File: src/rtl/modsix_pkg.sv
`timescale 1ns/1ps
package modsix_pkg;
  localparam int STATE_W = 3;
  localparam int IDX_A   = 2;
  localparam int IDX_B   = 1;
  localparam int IDX_C   = 0;
  typedef logic [STATE_W-1:0] code_t;
  localparam code_t CODE_ZERO = 3'b000;
  localparam code_t CODE_LAST = 3'b110;
endpackage

File: src/rtl/modsix_jk_bit.sv
`timescale 1ns/1ps
// One JK-style storage bit with synchronous reset, seed load and enable.
module modsix_jk_bit (
  input  logic clk,
  input  logic rst,
  input  logic en,
  input  logic ld,
  input  logic ld_bit,
  input  logic j,
  input  logic k,
  output logic q
);
  logic q_nxt;

  always_comb q_nxt = (j & ~q) | (~k & q);

  always_ff @(posedge clk) begin
    if (rst)      q <= 1'b0;
    else if (ld)  q <= ld_bit;
    else if (en)  q <= q_nxt;
  end
endmodule

File: src/rtl/modsix_steer.sv
`timescale 1ns/1ps
// JK input equations for the six-state cycle.
module modsix_steer
  import modsix_pkg::*;
(
  input  code_t cur,
  output code_t j_vec,
  output code_t k_vec
);
  always_comb begin
    // A toggles whenever B is set
    j_vec[IDX_A] = cur[IDX_B];
    k_vec[IDX_A] = cur[IDX_B];
    // B is set from C and always clears when it is set
    j_vec[IDX_B] = cur[IDX_C];
    k_vec[IDX_B] = 1'b1;
    // C is set while B is clear and always clears when it is set
    j_vec[IDX_C] = ~cur[IDX_B];
    k_vec[IDX_C] = 1'b1;
  end
endmodule

File: src/rtl/modsix_wrap.sv
`timescale 1ns/1ps
// Registered wrap flag: high after a counting step leaves the last code.
module modsix_wrap
  import modsix_pkg::*;
(
  input  logic  clk,
  input  logic  rst,
  input  logic  step,
  input  code_t cur,
  output logic  wrap_q
);
  always_ff @(posedge clk) begin
    if (rst) wrap_q <= 1'b0;
    else     wrap_q <= step && (cur == CODE_LAST);
  end
endmodule

File: src/rtl/modsix_counter.sv
`timescale 1ns/1ps
module modsix_counter
  import modsix_pkg::*;
(
  input  logic               clk,
  input  logic               rst,
  input  logic               cnt_en,
  input  logic               seed_ld,
  input  logic [STATE_W-1:0] seed_val,
  output logic [STATE_W-1:0] state_o,
  output logic               wrap_o
);
  code_t cur;
  code_t j_vec;
  code_t k_vec;
  logic  step;

  assign step = cnt_en & ~seed_ld;

  modsix_steer u_steer (
    .cur   (cur),
    .j_vec (j_vec),
    .k_vec (k_vec)
  );

  for (genvar g = 0; g < STATE_W; g++) begin : g_bit
    modsix_jk_bit u_bit (
      .clk    (clk),
      .rst    (rst),
      .en     (cnt_en),
      .ld     (seed_ld),
      .ld_bit (seed_val[g]),
      .j      (j_vec[g]),
      .k      (k_vec[g]),
      .q      (cur[g])
    );
  end

  modsix_wrap u_wrap (
    .clk    (clk),
    .rst    (rst),
    .step   (step),
    .cur    (cur),
    .wrap_q (wrap_o)
  );

  assign state_o = cur;
endmodule

File: config.mk
export PLATFORM = sky130hd
export DESIGN_NAME = modsix_counter
export DESIGN_NICKNAME = d
export VERILOG_FILES = /design/src/rtl/modsix_pkg.sv /design/src/rtl/modsix_jk_bit.sv /design/src/rtl/modsix_steer.sv /design/src/rtl/modsix_wrap.sv /design/src/rtl/modsix_counter.sv
export SDC_FILE = /design/constraint.sdc
export NUM_CORES = 1
export LEC_CHECK = 0
export ABC_AREA = 1
export CAP_MARGIN = 20
export CORE_AREA = 2 2 39 41
export CTS_CLUSTER_DIAMETER = 200
export DETAILED_ROUTE_END_ITERATION = 8
export DIE_AREA = 0 0 41 43
export MAX_ROUTING_LAYER = met4
export PLACE_DENSITY_LB_ADDON = 0.08
export SKIP_LAST_GASP = 1
export SLEW_MARGIN = 10
export SYNTH_ARGS = -nofsm -noshare
export SYNTH_HDL_FRONTEND = slang
export SYNTH_SLANG_ARGS = --single-unit
export TNS_END_PERCENT = 10
File: constraint.sdc
create_clock -name clk -period 1.3 [get_ports clk]
set_clock_uncertainty 0.1 [all_clocks]
set_input_delay 0.13 -clock clk [delete_from_list [all_inputs] [get_ports clk]]
set_output_delay 0.13 -clock clk [all_outputs]
set_load 0.1 [all_outputs]
# --- Yosys cells after proc, flatten, opt, wreduce, memory -nomap -nowiden ---
# Cells that the tools add are included.
word_totals:
  latch_bits: 0
  romBits: 0
  regBits: 4
  mem_bits_rw: 0
  memories: 0
op_classes:
  mux: 6
  div: 0
  reduce_logical: 2
  eq_ne: 1
  bitwise: 10
  addsub: 0
  n_shift: 0
  order_cmp: 0
  mul: 0
ops:
  columns: ["operator", "n"]
  rows:
  - ["$mux 1", 6]
  - ["$and 1x1->1", 5]
  - ["$not 1->1", 4]
  - ["$eq 3x3->1 const B", 1]
  - ["$reduce_bool 2->1", 1]
  - ["$logic_and 1x1->1", 1]
  - ["$or 1x1->1", 1]

# --- Depth between registers and ports, before layout ---
logic_depth:
  ltp_word: 5
  ltp_mapped: 5
  ltp_nobuf: 5

# --- Hierarchy ---
# From an unflattened synthesis, not the netlist that was laid out.
unflattened:
  hier_cells: 48
  area_unflattened_um2: 282.8
by_module_without_submodules:
  columns: ["mod", "area_each_um2", "cells_per_inst", "n_inst", "seq_area_each_um2"]
  rows:
  - ["modsix_jk_bit", 60.1, 11, 3, 20.0]
  - ["modsix_wrap", 47.5, 6, 1, 20.0]
  - ["modsix_steer", 45.0, 7, 1, 0.0]
  - ["modsix_counter", 10.0, 2, 1, 0.0]

# --- Least setup slack after synthesis ---
# Ideal clock, no wire load.
synth_path:
  path_kind: "register to output"
  startpoint: "register u_wrap.wrap_q"
  endpoint: "output port wrap_o"
  slack_ns: 0.161
  n_path_buf: 0
  required_ns: 1.070
  t_arrival_ns: 0.909
  stages_incl_launch_ff: 1
  cell_sequence: "dfxtp_1"
synth_lines:
  columns: ["item", "line", "rtl"]
  rows:
  - ["from (decl)", "modsix_wrap.sv:10", "output logic wrap_q"]
  - ["from (signal assigned)", "modsix_wrap.sv:14", "else wrap_q <= step && (cur == CODE_LAST);"]
  - ["to (decl)", "modsix_counter.sv:11", "output logic wrap_o"]
# No word-level cell between the ends.

# --- Worst setup path in the final report ---
layout_path:
  startpoint: "register g_bit[0].u_bit.q"
  endpoint: "output port state_o[0]"
layout_lines:
  columns: ["item", "line", "rtl"]
  rows:
  - ["from (decl)", "modsix_jk_bit.sv:11", "output logic q"]
  - ["from (signal assigned)", "modsix_jk_bit.sv:19", "else if (ld) q <= ld_bit;"]
  - ["from (signal assigned)", "modsix_jk_bit.sv:20", "else if (en) q <= q_nxt;"]
  - ["to (decl)", "modsix_counter.sv:10", "output logic [STATE_W-1:0] state_o,"]
# No word-level cell between the ends.

==> summary.md <==
| Metric | Value |
|---|---|
| Initial antenna violation count | `0` |
| R2r setup slk | `between 300 and 400 ps` |
| Syn nets | `42` |
| Fill cell count | `roughly 160` |
| DR pass1 iterations | `1` |
| Rel. slew slack | `between 80% and 90%` |
| Fin crit period | `1100 ps` |
| Worst Hold End | `u_wrap.wrap_q$_SDFF_PP0_` |
| Measured slew at the worst slew-check pin | `210 ps` |
| Sequential area share after synthesis | `a little over a third` |
| # setup viols final | `0` |
| Crit Reg-Reg Startpoint | `g_bit[1].u_bit.q$_SDFFE_PP0P_` |
| Routed Antenna Nets | `0` |
| Hold Crit Depth | `2` |
| Critical-path cell list | `buf_12` |
| Area of the multi-input gates | `95.1 µm²` |
| Clock sink count | `4` |
| PortBufs | `10` |
| Post-Syn Area per Cell | `~6.3 µm²` |
| Max-cap viol count | `0` |
| Number of global-route vias before repair | `around 210` |
| Peak supply drop | `211 µV` |
| DRT iter0 DRCs | `0` |
| Critical Path AT | `870 ps` |
| GPL Wtd Cong | `0.729` |
| RSZ-0062 raised after global routing | `no` |
| WP buf/inv | `1` |
| Post-CTS Setup Bufs | `0` |
| Worst path depth | `1` |
| Skew-Pair Late Insertion Delay | `between 200 and 250 ps` |
| Fmax | `912 MHz` |
| DRC viols | `0` |
| Status | `finished clean` |
| Antenna Cells | `0` |
| R2R cell count | `5` |
| Via/cell ratio | `between 3 and 4` |
| Detailed-route via count | `~220` |
| Netlist cell types | `10` |
| Fraction of layout cells with a size suffix above 1 | `between 10% and 20%` |
| Worst Hold Class | `reg2reg` |
| Total CTS buffers | `3` |
| Commonest cells after routing, fill and taps aside | `nand2_1 (9), inv_1 (6), clkdlybuf4s50_1 (6), nor2_1 (5)` |
| Grt ovf | `0` |
| Tot GR Track Use | `approximately 6.9%` |
| Non-Filler Instances | `slightly above 60` |
| Post-synth top area cell | `dfxtp_1` |
| Post-route setup TNS | `0 ps` |
| Leakage | `0.000175 µW` |
| Horiz. Die Dim | `about 40 µm` |
| Crit path largest cell delay | `430 ps` |
| Endpoint class of the critical path | `output pin` |
| Reg area | `around 80 µm²` |
| Rows | `14` |
| Period utilisation layout | `a little over four fifths` |
| CTS tree | `built` |
| First-pass GRT wire length | `approximately 750 µm` |
| H-tree depth | `1` |
| Final net count | `54` |
| Post-cts sizing count | `0` |
| Top cell type's share of synthesized area | `around 36%` |
| Largest net degree at the start of global routing | `7` |
| Final Max Tran Viols | `0` |
| Most common cell after layout, fill and taps aside | `nand2_1` |
| PwrDens | `between 1000 and 1500 nW/µm²` |
| Critical Path Source Type | `register` |
| Dominant cells by area after synthesis | `dfxtp_1 (36%), nand2_1 (15%), buf_4 (10%), inv_1 (10%), nor2_1 (8.5%)` |
| Yosys Warn Count | `0` |
| Hold_sp | `g_bit[1].u_bit.q$_SDFFE_PP0P_` |
| CP required | `~1100 ps` |
| Starting Density | `15.9%` |
| Crit path kind | `reg2out` |
| Clock slew at reported path FFs | `30 ps` |
| Slowest cell on crit path | `dfxtp_1` |
| DP Cell Count | `58` |
| Final hold violation count | `0` |
| CP max FO | `5` |
| Yosys reg bits | `4` |
| Worst-case clock buffer depth | `2` |
| Ports | `11` |
| Die Area | `1760 µm²` |
| Post-synthesis cell count | `35` |
| Area Growth Syn to Fin | `72.7%` |
| Post-cts hold buffer count | `0` |
| Post-Route WL | `roughly 420 µm` |
| CTS Root Cell | `clkbuf_4` |
| WL/cell | `6.93 µm` |
| CP delay by family, top | `flip-flops` |
| RR Endpoint | `g_bit[1].u_bit.q$_SDFFE_PP0P_` |
| CORE AREA | `~1400 µm²` |
| Die extent in y | `between 40 and 50 µm` |
| Mapped Area | `approximately 220 µm²` |
## power by group
part / total [µW] / switching (µW) / internal, µW
Combinational: 120 / 70.4 / 49.8
Clock: 147 / 43.7 / 103
Sequential: 141 / 10.5 / 130
## cells in the mapped netlist
cell	number
nor4_1	1
dfxtp_1	4
inv_1	6
o21ai_1	1
nor2_2	1
buf_4	3
nand3_1	2
nand2_1	9
a21oi_1	3
nor2_1	5
## area by class of cell
| cell class | count | area share [%] |
|---|---|---|
| Timing Repair Buffer | 10 | 36.8 |
| Sequential cell | 4 | 21.1 |
| Inverter | 6 | 5.92 |
| Multi-Input combinational cell | 22 | 25.0 |
| Tap cell | 16 | 5.26 |
| Clock buffer | 3 | 5.92 |
## layer usage
metal  part of all wire (%)  GRT usage [%]  up-vias
li1                       -              -      125
met1                     43           8.31       83
met2                     49           8.13        9
met3                    7.3              0        0
met4                      0           10.0        0
met5                      0              -        -
## sequential cells by signal, indices dropped and copies added, names as in the netlist
register and cells:
g_bit.u_bit.q 3, u_wrap.wrap_q 1
## logic make-up (layout without fill, tap and decap cells)
family / count (synthesis) / after routing / synth area share [%]
buf+inv: 9 / 19 / 20.5
simple gates: 18 / 18 / 34.1
flops: 4 / 4 / 36.4
compound gates: 4 / 4 / 9.09
## worst max path at each step
stage	from	to	slack, ps
2_1_floorplan	u_wrap.wrap_q$_SDFF_PP0_	wrap_o	160
3_3_place_gp	seed_ld	g_bit[1].u_bit.q$_SDFFE_PP0P_	50
5_1_grt	g_bit[0].u_bit.q$_SDFFE_PP0P_	state_o[0]	160
4_1_cts	g_bit[0].u_bit.q$_SDFFE_PP0P_	state_o[0]	190
6_report	g_bit[0].u_bit.q$_SDFFE_PP0P_	state_o[0]	200
3_5_place_dp	seed_ld	g_bit[1].u_bit.q$_SDFFE_PP0P_	30
## through the flow
stage | worst slack [ps] | hold WS (ps) | utilization, % | total power [µW] | instance area (µm²)
after floorplan | 161 | 99.1 | - | 216 | 220
after global placement | 48.3 | 448 | 25.9 | 263 | 358
after detailed placement | 29.9 | 445 | 25.9 | 263 | 358
after CTS | 195 | 451 | 27.5 | 417 | 380
after global routing | 161 | 490 | 27.5 | 432 | 380
final | 204 | 446 | 27.5 | 407 | 380
Note: power is estimated with default switching activity, not from simulation.
